### src/rtl/rsm_pkg.sv
package rsm_pkg;
  typedef enum logic [2:0] {
    ST_IDLE    = 3'd0,
    ST_COUNT   = 3'd1,
    ST_ERASE   = 3'd2,
    ST_RESTORE = 3'd3,
    ST_DONE    = 3'd4
  } rsm_state_e;
endpackage

### src/rtl/rsm_event_tracker.sv
module rsm_event_tracker #(
  parameter int unsigned SEQ_LEN = 9
) (
  input  logic clk_i,
  input  logic rst_ni,
  input  logic armed_i,
  input  logic j2s_i,
  input  logic s2j_i,
  output logic complete_o
);
  localparam int unsigned CNT_W = (SEQ_LEN > 2) ? $clog2(SEQ_LEN) : 1;
  localparam logic [CNT_W-1:0] LAST_IDX = CNT_W'(SEQ_LEN - 1);

  logic [CNT_W-1:0] cnt_q, cnt_d;
  logic want_j2s, hit, miss, any_evt;

  // even count expects a JTAG-to-SWD switch next
  assign want_j2s = ~cnt_q[0];
  assign any_evt  = j2s_i | s2j_i;
  assign hit      = (j2s_i ^ s2j_i) & (want_j2s ? j2s_i : s2j_i);
  assign miss     = any_evt & ~hit;

  assign complete_o = armed_i & hit & (cnt_q == LAST_IDX);

  always_comb begin
    cnt_d = cnt_q;
    if (!armed_i)        cnt_d = '0;
    else if (complete_o) cnt_d = '0;
    else if (hit)        cnt_d = cnt_q + 1'b1;
    else if (miss)       cnt_d = (j2s_i & ~s2j_i) ? CNT_W'(1) : '0;
  end

  always_ff @(posedge clk_i or negedge rst_ni) begin
    if (!rst_ni) cnt_q <= '0;
    else         cnt_q <= cnt_d;
  end

  initial begin
    AST_ODD_LEN: assert (SEQ_LEN % 2 == 1);
  end

  AST_CNT_CLEARED: assert property (@(posedge clk_i) disable iff (!rst_ni)
    !armed_i |=> cnt_q == '0);
  AST_CNT_BOUND: assert property (@(posedge clk_i) disable iff (!rst_ni)
    cnt_q <= LAST_IDX);
  AST_BOTH_CLEARS: assert property (@(posedge clk_i) disable iff (!rst_ni)
    (armed_i && j2s_i && s2j_i) |=> cnt_q == '0);
endmodule

### src/rtl/rsm_ctrl.sv
module rsm_ctrl
  import rsm_pkg::*;
(
  input  logic clk_i,
  input  logic rst_ni,
  input  logic dev_rst_i,
  input  logic complete_i,
  input  logic erase_done_i,
  input  logic restore_done_i,
  output logic armed_o,
  output logic erase_req_o,
  output logic restore_req_o,
  output logic busy_o
);
  rsm_state_e state_q, state_d;

  assign armed_o = dev_rst_i & ((state_q == ST_IDLE) | (state_q == ST_COUNT));

  always_comb begin
    state_d = state_q;
    unique case (state_q)
      ST_IDLE:    if (complete_i) state_d = ST_ERASE;
                  else if (dev_rst_i) state_d = ST_COUNT;
      ST_COUNT:   if (complete_i) state_d = ST_ERASE;
                  else if (!dev_rst_i) state_d = ST_IDLE;
      ST_ERASE:   if (erase_done_i) state_d = ST_RESTORE;
      ST_RESTORE: if (restore_done_i) state_d = ST_DONE;
      ST_DONE:    if (!dev_rst_i) state_d = ST_IDLE;
      default:    state_d = ST_IDLE;
    endcase
  end

  always_ff @(posedge clk_i or negedge rst_ni) begin
    if (!rst_ni) state_q <= ST_IDLE;
    else         state_q <= state_d;
  end

  assign erase_req_o   = (state_q == ST_ERASE);
  assign restore_req_o = (state_q == ST_RESTORE);
  assign busy_o        = erase_req_o | restore_req_o;

  AST_REQ_EXCLUSIVE: assert property (@(posedge clk_i) disable iff (!rst_ni)
    !(erase_req_o && restore_req_o));
  AST_ERASE_HOLD: assert property (@(posedge clk_i) disable iff (!rst_ni)
    (erase_req_o && !erase_done_i) |=> erase_req_o);
  AST_RESTORE_FOLLOWS: assert property (@(posedge clk_i) disable iff (!rst_ni)
    (erase_req_o && erase_done_i) |=> restore_req_o);
  AST_RESTORE_HOLD: assert property (@(posedge clk_i) disable iff (!rst_ni)
    (restore_req_o && !restore_done_i) |=> restore_req_o);
  AST_DONE_QUIET: assert property (@(posedge clk_i) disable iff (!rst_ni)
    (state_q == ST_DONE && dev_rst_i) |=> !busy_o);
endmodule

### src/rtl/recovery_seq_monitor.sv
module recovery_seq_monitor #(
  parameter int unsigned SEQ_LEN = 9
) (
  input  logic clk_i,
  input  logic rst_ni,
  input  logic dev_rst_i,
  input  logic j2s_i,
  input  logic s2j_i,
  input  logic erase_done_i,
  input  logic restore_done_i,
  output logic erase_req_o,
  output logic restore_req_o,
  output logic busy_o
);
  logic armed, complete;

  rsm_event_tracker #(.SEQ_LEN(SEQ_LEN)) u_track (
    .clk_i      (clk_i),
    .rst_ni     (rst_ni),
    .armed_i    (armed),
    .j2s_i      (j2s_i),
    .s2j_i      (s2j_i),
    .complete_o (complete)
  );

  rsm_ctrl u_ctrl (
    .clk_i          (clk_i),
    .rst_ni         (rst_ni),
    .dev_rst_i      (dev_rst_i),
    .complete_i     (complete),
    .erase_done_i   (erase_done_i),
    .restore_done_i (restore_done_i),
    .armed_o        (armed),
    .erase_req_o    (erase_req_o),
    .restore_req_o  (restore_req_o),
    .busy_o         (busy_o)
  );

  AST_ERASE_UNDER_RST: assert property (@(posedge clk_i) disable iff (!rst_ni)
    $rose(erase_req_o) |-> $past(dev_rst_i));
  AST_RESTORE_AFTER_ERASE: assert property (@(posedge clk_i) disable iff (!rst_ni)
    $rose(restore_req_o) |-> $past(erase_req_o));
  AST_BUSY_SPAN: assert property (@(posedge clk_i) disable iff (!rst_ni)
    $fell(busy_o) |-> $past(restore_req_o));
endmodule

### config.mk
export PLATFORM = sky130hd
export DESIGN_NAME = recovery_seq_monitor
export DESIGN_NICKNAME = d
export VERILOG_FILES = /design/src/rtl/rsm_pkg.sv /design/src/rtl/rsm_event_tracker.sv /design/src/rtl/rsm_ctrl.sv /design/src/rtl/recovery_seq_monitor.sv
export SDC_FILE = /design/constraint.sdc
export NUM_CORES = 1
export LEC_CHECK = 0
export BUFFER_PORTS_ARGS = -buffer_cell sky130_fd_sc_hd__buf_2
export CORE_AREA = 8 8 45 47
export CTS_BUF_LIST = sky130_fd_sc_hd__clkbuf_4 sky130_fd_sc_hd__clkbuf_8
export CTS_CLUSTER_SIZE = 40
export DETAILED_ROUTE_END_ITERATION = 10
export DIE_AREA = 0 0 53 55
export GPL_TIMING_DRIVEN = 0
export HOLD_SLACK_MARGIN = 0.12
export PLACE_DENSITY = 0.68
export SETUP_SLACK_MARGIN = 0.4
export SYNTH_ARGS = -nofsm -noshare
export SYNTH_HDL_FRONTEND = slang
export SYNTH_SLANG_ARGS = --single-unit
export TNS_END_PERCENT = 5
### constraint.sdc
create_clock -name clk_i -period 1.9 [get_ports clk_i]
set_input_delay 0.095 -clock clk_i [delete_from_list [all_inputs] [get_ports clk_i]]
set_output_delay 0.095 -clock clk_i [all_outputs]
set_load 0.01 [all_outputs]
* Word-level counts from Yosys, hierarchy flattened
Index checks and enable logic that the tools add are counted.
Cells by class: bitwise gates (word level) 12, reductions and logical operators 2, muxes and demuxes 13, equality and inequality tests 9, add/sub/neg operators 1
Operators with widths (count):
- $mux 3 | 6
- $mux 4 | 4
- $pmux 3 s5 | 1
- $and 1x1->1 | 6
- $eq 3x2->1 const B | 2
- $add 4x1->4 const B | 1
- $eq 4x4->1 const B | 1
- $ne 2x2->1 const B | 2
- $ne 4x4->1 const B | 1
- $eq 3x1->1 const B | 1
- $eq 3x3->1 const B | 1
- $logic_not 3->1 | 1
- $ne 3x3->1 const B | 1
- $or 1x1->1 | 3
- $reduce_and 3->1 | 1
- $mux 1 | 2
- $not 1->1 | 2
- $xor 1x1->1 | 1
Word-level totals: register bits 7, logic and storage cells 39, bits of input ports 7, output and inout port bits 3

* Logic depth before layout (Yosys ltp)
Gate-level depths: netlist of the first run.
depth after elaboration 8, depth in mapped cells 6, mapped depth without buffers 6

* Cells and area by module
Synthesis of the first run repeated with hierarchy kept, for this count alone.
Second synthesis, totals: cells, all modules 55, area total of the unflattened synthesis 494.2 um^2
Modules (own cells, without submodules):
- rsm_event_tracker | area an instance 320.3 um^2, cells each 39, seq. area each 100.1 um^2, instances 1
- rsm_ctrl | area an instance 173.9 um^2, cells each 16, seq. area each 75.1 um^2, instances 1

* Worst setup path after synthesis of the first run
Ideal clock, no wire load.
kind flip-flop to flip-flop, start point reg u_track.cnt_q[0], end point reg u_track.cnt_q[2], clock period less this slack 1378 ps, buffers on the path 0, path slack 522 ps, library setup time 78 ps, data arrival time 1300 ps, data required time 1822 ps, stages on the path, launching flop included 7, cell sequence dfrtp_1 inv_1 ha_1 and3b_2 nor4b_2 nand3b_1 a21oi_1
On the way: longest elaborated chain between the ends 6, elaborated cells on any way between the ends 12, those cells by class add/sub: 1; eq/ne: 2; mux: 4; bitwise: 5
Ends and longest elaborated chain:
- start, declared | RTL line rsm_event_tracker.sv:14 | logic [CNT_W-1:0] cnt_q, cnt_d;
- start signal, assigned | RTL line rsm_event_tracker.sv:35 | else cnt_q <= cnt_d;
- branches (longest 6 deep; another with $add 4x1->4)
Parallel ways; which one is timed is not known. A chain may end at the register's enable or synchronous reset.

* Worst setup path after layout of the first run
start point reg u_track.cnt_q[0], end point reg u_track.cnt_q[1]
Same word-level chain as after synthesis.

==> run metrics, run 1 <==
status=complete, no violations; EDFF count, synth=0; Detailed Route Iter0 Violations=4; count leader, synth=dfrtp_1; die width=between 50 and 60 µm; Mapped Cells=55; clk sinks=7; core footprint=roughly 0.0014 mm²; Fin. Hold Viols=0; Worst-Skew Late Latency=240 ps; io pins=10; WL final=1.03 mm; Layout Area Growth over Synthesis=32.7%; Mapped Nets=66; met2 routed WL=514 µm; commonest register cell after synthesis=dfrtp_1; cts bufs inserted=3; Seq/Total Area, Yosys=0.364; P_leak=between 0.3 and 0.4 nW; vias per cell=roughly 5.0; Critical Path RT=approximately 2000 ps; Initial DRT Pass Iterations=4; headroom to the max-slew limit=0.689; Die H=approximately 55 µm; Cell Rows=14; clock-pin slew on the worst setup and hold paths=50 ps; Register Area=about 180 µm²; Slew @ Worst Pin=about 450 ps; Final Critical Period=about 1500 ps; RSZ-0062 raised after global routing=yes; Max Fclk=671 MHz; synthesized area per cell=~8.8 µm²; Root Buffer=clkbuf_4; DP Area=around 550 µm²; initial core utilization=0.348; Int Power=between 0.0002 and 0.0003 W; synth warn=0; finished layout cell area=around 640 µm²; Period Utilization, post-route=0.784; H-tree depth=1; max-slew violations=0; clock power share=0.389; Hold WC Path Type=primary input to flip-flop; GRT Overall Usage=0.0791; Yosys top cell by area=dfrtp_1; pwr dens=between 500 and 600 mW/mm²; maximum vdd drop=around 0.41 mV; Startpoint Class=flip-flop; Post-DP HPWL=approximately 760 µm; wire per inst=11.6 µm; Worst Path Max Fanout=5; Total Die Area=approximately 0.0029 mm²; port bufs=9; met1 WL=~450 µm; Psw=0.0000855 W; cell area after synthesis=482 µm²; Seq pwr share=0.429; Critical Path End Type=flip-flop; Final setup viols=0; share of post-route cells with drive strength above 1=0.329; metal3 WL=68 µm; TNS Setup=0 ps; Synth top area share=0.364; Max Cap Viol=0; Yosys reg bits=7; Routed Antenna Nets=0; multi-input combinational cell area=approximately 310 µm²; number of fill cells in the layout=~150; largest net degree at the start of global routing=8; DP Worst Slack=365 ps; Comb pwr share=0.182; TritonCTS clock tree=done; Final Util=0.462; GP Congestion=0.713; number of antenna violations at the first check in global routing=0; Sw Share=0.232; Clock Skews=approximately 3.2 ps; Bufs on Longest Clock Path=2; Worst EP arrival=~1600 ps; nets=between 80 and 90; diode count=0; GRT overflow=0; # DRC=0; async set or reset register ratio after synthesis=1.00; critical path class=flip-flop to flip-flop; top cells by area, synth=dfrtp_1, ha_1, a21oi_1, inv_1, nand2_1; final worst slack=around 400 ps; vias in the first global route=between 400 and 500; number of distinct library cells after synthesis=21; list of most frequent post-synthesis cells=dfrtp_1, inv_1, nand2_1; max layer used=met3; total number of vias=445; first-pass GRT wire length=1.72 mm
## worst max-delay path: stages, from the launching register on
cell	delay, ps
dfrtp_2	430
inv_2	70
ha_4	120
and3b_2	210
nand3b_1	190
a32oi_1	280
nor2_1	70
## sequential cells by signal, indices dropped and copies added, names as in the netlist
register / flops
u_ctrl.state_q: 3
u_track.cnt_q: 4
## cell type report
| type | count | share of cell area |
|---|---|---|
| inverters | 6 | 0.0352 |
| clock buffers | 4 | 0.0470 |
| repair buffers | 14 | 0.133 |
| multi-input cells | 42 | 0.477 |
| well taps | 16 | 0.0313 |
| flip-flops and latches | 7 | 0.276 |
## power groups by stage
stage,Clock (W),Combinational [W],Sequential [W]
finish,0.000143,0.0000669,0.000158
global route,0.000165,0.0000761,0.000158
CTS,0.000151,0.0000568,0.000157
detailed placement,0,0.0000494,0.000160
global placement,0,0.0000486,0.000160
floorplan,0,0.0000332,0.000159
## cells by family after synthesis
| group | Yosys count | share of synthesized area |
|---|---|---|
| compound gates | 11 | 0.138 |
| mux | 2 | 0.0416 |
| flops | 7 | 0.364 |
| buf+inv | 6 | 0.0467 |
| simple gates | 25 | 0.306 |
| fa+ha+maj | 4 | 0.104 |
## through the flow
step           total power [W]  instances  hold WS, ps
2_1_floorplan         0.000192         55         -201
3_3_place_gp          0.000209         80        -63.5
3_5_place_dp          0.000210         80        -60.7
4_1_cts               0.000365         87          133
5_1_grt               0.000399         89          181
6_report              0.000368         89          140
## worst paths after layout
check | slack (ps) | end | depth (start not counted) | startpoint
setup reg to reg | 410 | u_track.cnt_q[1] | 6 | u_track.cnt_q[0]
min in group asynchronous | 210 | u_ctrl.state_q[0] | 2 | rst_ni
max in group asynchronous | 1530 | u_track.cnt_q[0] | 2 | rst_ni
setup / recovery | 410 | u_track.cnt_q[1] | 6 | u_track.cnt_q[0]
hold / removal | 140 | u_ctrl.state_q[2] | 3 | restore_done_i
hold reg to reg | 470 | u_ctrl.state_q[0] | 1 | u_ctrl.state_q[2]
## cells in the final DEF (no fill, tap or decap), types with 2 or more instances in the layout
cell type and count:
a21oi_1 5, buf_2 9, buf_4 4, clkbuf_4 4, dfrtp_1 6, ha_1 3, inv_1 4, inv_2 2
mux2i_1 2, nand2_1 6, nand2b_1 3, nand3_1 2, nand3b_1 3, nor2_1 3, nor2b_1 2, o21ai_0 3
## metal layers
layer  vias to the layer above  GRT usage
met5                         -          0
met4                         0     0.0517
met3                         0     0.0321
met2                        12      0.123
met1                       206     0.0880
li1                        227          -
## timing repair
item	4_1_cts	5_1_grt
pin swaps	0	4
resized for setup	1	5
setup buffers	2	2
gates cloned	0	0
hold buffers	1	0
endpoints found under the setup margin	3	3
hold endpoints to repair	7	0
No activity file was read; power rests on OpenSTA's default activity.
==> inputs of run 2 (changes only) <==
==> constraint.sdc (replaced) <==
create_clock -name clk_i -period 1.5 [get_ports clk_i]
set_input_delay 0.075 -clock clk_i [delete_from_list [all_inputs] [get_ports clk_i]]
set_output_delay 0.075 -clock clk_i [all_outputs]
set_load 0.01 [all_outputs]
==> run 2 against run 1 <==
Against the previous run:
- register-to-register slack got worse by 360 ps
- non-clock buffer count down 1
- sequential cell count did not move
- setup slack got worse by 360 ps
- maximum frequency increased by 2.7%
- critical endpoint unchanged
- largest cell class unchanged
==> run metrics, run 2 (synthesis results as in run 1) <==
max FFs per register=4 (unchanged); diode count=0 (unchanged); Final setup viols=0 (unchanged); P_leak=0.307 nW (-2.1%); Die H=55 µm (unchanged); nets=84 (-1.2%); H-tree depth=1 (unchanged); largest net degree at the start of global routing=8 (unchanged); pwr dens=710 mW/mm² (+24%); critical path class=flip-flop to flip-flop; headroom to the max-slew limit=0.719 (+0.0305); status=complete, no violations; Worst-Skew Late Latency=240 ps (about the same); die width=53 µm (unchanged); Final Util=0.468 (+0.00633); biggest registers after layout=u_track.cnt_q x4, u_ctrl.state_q x3; Max Fclk=689 MHz (+2.7%); Slew @ Worst Pin=409 ps (-44.5 ps); share of post-route cells with drive strength above 1=0.347 (+0.0185); Critical Path RT=1620 ps (-400 ps); Post-DP HPWL=771 µm (+1.9%); finished layout cell area=648 µm² (+1.4%); max-slew violations=0 (unchanged); number of fill cells in the layout=150 (+1.4%); core footprint=0.00138 mm² (unchanged); GP Congestion=0.745 (+4.5%); Worst Path Max Fanout=5 (unchanged); first-pass GRT wire length=1.88 mm (+9.6%); Routed Antenna Nets=0 (unchanged); Final Critical Period=1450 ps (-39.4 ps); Root Buffer=clkbuf_4; vias per cell=5.06 (+1.1%); clock-pin slew on the worst setup and hold paths=50 ps (about the same); clk sinks=7 (unchanged); maximum vdd drop=0.341 mV (-17%); Biggest register=u_track.cnt_q; most common cell after layout, fill and taps aside=buf_2; Cell Rows=14 (unchanged); Fin. Hold Viols=0 (unchanged); Layout Area Growth over Synthesis=34.5%; Detailed Route Iter0 Violations=2 (-2); # DRC=0 (unchanged); Hold Crit Start=restore_done_i; reg2reg start=u_track.cnt_q[0]; total number of vias=445 (unchanged); cts bufs inserted=3 (unchanged); Worst EP arrival=1580 ps (-30 ps); vias in the first global route=479 (+9.4%); Critical Path End Type=flip-flop; Total Die Area=0.00292 mm² (unchanged); Period Utilization, post-route=0.967 (+0.183); hold_ws=130 ps (-9.43 ps); initial core utilization=0.348 (unchanged); Max Cap Viol=0 (unchanged); port bufs=9 (unchanged); wire per inst=11.6 µm (about the same); Clock Skews=3.02 ps (-0.207 ps); WL final=1.02 mm (-1.1%); most frequent cells in the layout=buf_2, nand2_1, dfrtp_1, a21oi_1, clkbuf_4; TritonCTS clock tree=done; number of antenna violations at the first check in global routing=0 (unchanged); DP Area=547 µm² (unchanged); Hold WC Path Type=primary input to flip-flop; RSZ-0062 raised after global routing=yes; Bufs on Longest Clock Path=2 (unchanged); Startpoint Class=flip-flop; GRT Overall Usage=0.0845 (+0.00540); crit path launch=u_track.cnt_q[0]; Placed Cells=80 (unchanged); Initial DRT Pass Iterations=2 (-2); non-filler instance count after layout=88 (-1.1%); io pins=10 (unchanged); GRT overflow=0 (unchanged)
-- run 2: cell types whose count changed in the layout (fill, tap and decap cells not counted) --
cell	before	now
buf_2	9	8
buf_4	4	3
buf_6	0	1
inv_1	4	3
inv_4	0	1
nand2b_1	3	2
nand2b_4	0	1
-- run 2: routing by layer --
| metal | vias up | GRT usage | routed length (µm) |
|---|---|---|---|
| li1 | 225 | - | - |
| met1 | 210 | 0.0846 | 467 |
| met2 | 10 | 0.152 | 487 |
| met3 | 0 | 0.0241 | 68 |
| met4 | 0 | 0.0517 | 0 |
| met5 | - | 0 | 0 |
-- run 2: worst paths after layout --
path,endpoint,slack (ps),cells after the start
hold reg to reg,u_ctrl.state_q[0],480,1
max in group asynchronous,u_track.cnt_q[0],1150,2
setup reg to reg,u_track.cnt_q[1],50,6
setup / recovery,u_track.cnt_q[1],50,6
min in group asynchronous,u_ctrl.state_q[0],180,2
hold / removal,u_ctrl.state_q[2],130,3
-- run 2: repair_timing --
item / in CTS / in global routing
endpoints found under the setup margin: 9 / 9
endpoints found under the hold margin: 7 / 0
setup buffers: 1 / 2
pin swaps: 4 / 3
hold buffers: 1 / 0
resized for setup: 6 / 4
-- run 2: area by class of cell --
class / count / area [µm²] / area share
tap: 16 / 20.0 / 0.0309
sequential: 7 / 176 / 0.272
multi-input combinational: 42 / 313 / 0.483
timing repair buffer: 13 / 83.8 / 0.129
inverter: 6 / 25.0 / 0.0386
clock buffer: 4 / 30.0 / 0.0463
-- run 2: critical path: stages, from the launching register on --
cell and delay, ps:
dfrtp_2 440, inv_2 80, ha_4 120, and3b_2 210, nand3b_1 190, a32oi_1 250
nor2_1 60
-- run 2: through the flow --
step                      setup WS, ps  TNS, ps  total power (W)
after floorplan                    122        0         0.000243
after global placement           -3.18    -3.18         0.000265
after detailed placement         -46.6    -46.6         0.000266
after CTS                         41.1        0         0.000466
after global routing             -46.0     -100         0.000499
final                             49.5        0         0.000460
-- run 2: report_power, final --
| part | leakage [nW] | switching (W) | internal (W) |
|---|---|---|---|
| Combinational | 0.195 | 0.0000383 | 0.0000415 |
| Sequential | 0.0933 | 0.00000589 | 0.000194 |
| Clock | 0.0184 | 0.0000618 | 0.000119 |
==> inputs of run 3 (changes only) <==
--- a/config.mk
+++ b/config.mk
@@ -5,16 +5,15 @@
 export SDC_FILE = /design/constraint.sdc
 export NUM_CORES = 1
 export LEC_CHECK = 0
-export BUFFER_PORTS_ARGS = -buffer_cell sky130_fd_sc_hd__buf_2
 export CORE_AREA = 8 8 45 47
 export CTS_BUF_LIST = sky130_fd_sc_hd__clkbuf_4 sky130_fd_sc_hd__clkbuf_8
 export CTS_CLUSTER_SIZE = 40
 export DETAILED_ROUTE_END_ITERATION = 10
 export DIE_AREA = 0 0 53 55
+export DONT_BUFFER_PORTS = 1
 export GPL_TIMING_DRIVEN = 0
 export HOLD_SLACK_MARGIN = 0.12
-export PLACE_DENSITY = 0.68
-export SETUP_SLACK_MARGIN = 0.4
+export PLACE_DENSITY = 0.61
 export SYNTH_ARGS = -nofsm -noshare
 export SYNTH_HDL_FRONTEND = slang
 export SYNTH_SLANG_ARGS = --single-unit
==> run 3 against run 2 <==
Against the previous run:
- sequential cell count is the same
- count of clock-buffer cells in the layout is the same
- total power shrank 0.33%
- clock skew shrank 2.7 ps
- via count shrank 7.9%
- clock power grew 3%
- non-clock buffer count shrank 8
==> run metrics, run 3 (synthesis results as in run 1) <==
biggest registers after layout=u_track.cnt_q x4, u_ctrl.state_q x3; final worst slack=27.5 ps (-22.0 ps); Worst path top cell family by delay=simple AND/OR/NAND/NOR gates; Die H=55 µm (unchanged); crit path max-delay cell type=dfrtp_1; Cell Rows=14 (unchanged); largest net degree at the start of global routing=8 (unchanged); GRT Overall Usage=0.0715 (-0.0131); core footprint=0.00138 mm² (unchanged); P_leak=0.269 nW (-12%); H-tree depth=1 (unchanged); Final Power=0.000459 W (-0.33%); port bufs=0 (-9); TritonCTS clock tree=done; nets=76 (-9.5%); Worst Path Max Fanout=5 (unchanged); Bufs on Longest Clock Path=2 (unchanged); Detailed Route Iter0 Violations=3 (+1); Fin. Hold Viols=0 (unchanged); Hold WC Path Type=primary input to flip-flop; hold_ws=138 ps (+7.56 ps); first-pass GRT wire length=1.57 mm (-16%); crit path cell chain=inv_1 > ha_4 > and3b_2 > nand3b_1 > a32oi_1 > nor2_1; Initial DRT Pass Iterations=4 (+2); Root Buffer=clkbuf_4; max-slew violations=0 (unchanged); Biggest register=u_track.cnt_q; # DRC=0 (unchanged); status=complete, no violations; vias in the first global route=413 (-14%); WL final=958 µm (-6.4%); initial core utilization=0.348 (unchanged); Slew @ Worst Pin=317 ps (-92.0 ps); non-filler instance count after layout=80 (-9.1%); die width=53 µm (unchanged); max FFs per register=4 (unchanged); share of post-route cells with drive strength above 1=0.219 (-0.128); Total Die Area=0.00292 mm² (unchanged); Clock Skews=0.297 ps (-2.72 ps); vias per cell=5.13 (+1.3%); GP Congestion=0.684 (-8.1%); DP Worst Slack=-33.6 ps (+13.0 ps); Worst EP arrival=1600 ps (+20 ps); number of fill cells in the layout=124 (-17%); RSZ-0062 raised after global routing=yes; Final Critical Period=1470 ps (+22.0 ps); most frequent cells in the layout=nand2_1, dfrtp_1, inv_1, a21oi_1, clkbuf_4; maximum vdd drop=0.359 mV (+5.3%); Critical Path End Type=flip-flop; Final setup viols=0 (unchanged); Critical Path RT=1630 ps (about the same); headroom to the max-slew limit=0.784 (+0.0650); Startpoint Class=flip-flop; Worst-Skew Late Latency=250 ps (about the same); clk sinks=7 (unchanged); total number of vias=410 (-7.9%); Final Util=0.439 (-0.0298); CP Buf/Inv Count=1 (unchanged); io pins=10 (unchanged); Routed Antenna Nets=0 (unchanged); GRT overflow=0 (unchanged); diode count=0 (unchanged); CP peak stage delay=400 ps (-40 ps); clock-pin slew on the worst setup and hold paths=50 ps (about the same); cts bufs inserted=3 (unchanged); Max Fclk=679 MHz (-1.5%); Layout Area Growth over Synthesis=26.0%; number of antenna violations at the first check in global routing=0 (unchanged); critical path class=flip-flop to flip-flop; Post-DP HPWL=721 µm (-6.4%); Period Utilization, post-route=0.982 (+0.0147); wire per inst=12.0 µm (+3.0%); pwr dens=756 mW/mm² (+6.5%); Placed Cells=71 (-11%); Max Cap Viol=0 (unchanged)
[run 3: what timing repair did]
| item | in CTS | in global routing |
|---|---|---|
| hold buffers | 3 | 0 |
| pin swaps | 0 | 5 |
| setup buffers | 0 | 2 |
| endpoints found under the hold margin | 11 | 0 |
| setup endpoints to repair | 1 | 5 |
| resized for setup | 2 | 5 |
[run 3: final timing paths]
kind / from / endpoint / slack (ps) / cells after the start
max: u_track.cnt_q[1] / u_track.cnt_q[1] / 30 / 6
min: s2j_i / u_track.cnt_q[0] / 140 / 4
max reg2reg: u_track.cnt_q[1] / u_track.cnt_q[1] / 30 / 6
min reg2reg: u_ctrl.state_q[2] / u_ctrl.state_q[0] / 460 / 1
max in group asynchronous: rst_ni / u_track.cnt_q[0] / 1090 / 1
min in group asynchronous: rst_ni / u_ctrl.state_q[0] / 150 / 1
[run 3: layout make-up]
| type | count | area (µm²) | share of cell area |
|---|---|---|---|
| Inverter | 6 | 22.5 | 0.0371 |
| Multi-Input combinational cell | 42 | 313 | 0.515 |
| Tap cell | 16 | 20.0 | 0.0330 |
| Timing Repair Buffer | 5 | 45.0 | 0.0742 |
| Sequential cell | 7 | 176 | 0.291 |
| Clock buffer | 4 | 30.0 | 0.0495 |
[run 3: power by group]
group	internal (W)	switching, W
logic	0.0000386	0.0000336
registers	0.000194	0.00000680
clock network	0.000119	0.0000668
total	0.000352	0.000107
[run 3: per-stage QoR]
step	instance area, µm²	setup TNS (ps)
3_3_place_gp	502	-17.6
6_report	607	0
5_1_grt	607	-122
3_5_place_dp	502	-33.6
2_1_floorplan	482	0
4_1_cts	572	-2.26
[run 3: layer usage]
| metal | vias up | global-route usage | wire, µm |
|---|---|---|---|
| li1 | 210 | - | - |
| met1 | 188 | 0.0634 | 405 |
| met2 | 9 | 0.131 | 470 |
| met3 | 3 | 0.0348 | 65 |
| met4 | 0 | 0.0388 | 17 |
| met5 | - | 0 | 0 |
[run 3: worst min-delay path: stages]
cell and delay, ps:
nand2_1 50, nand2_1 60, a211o_2 110, a21oi_1 50
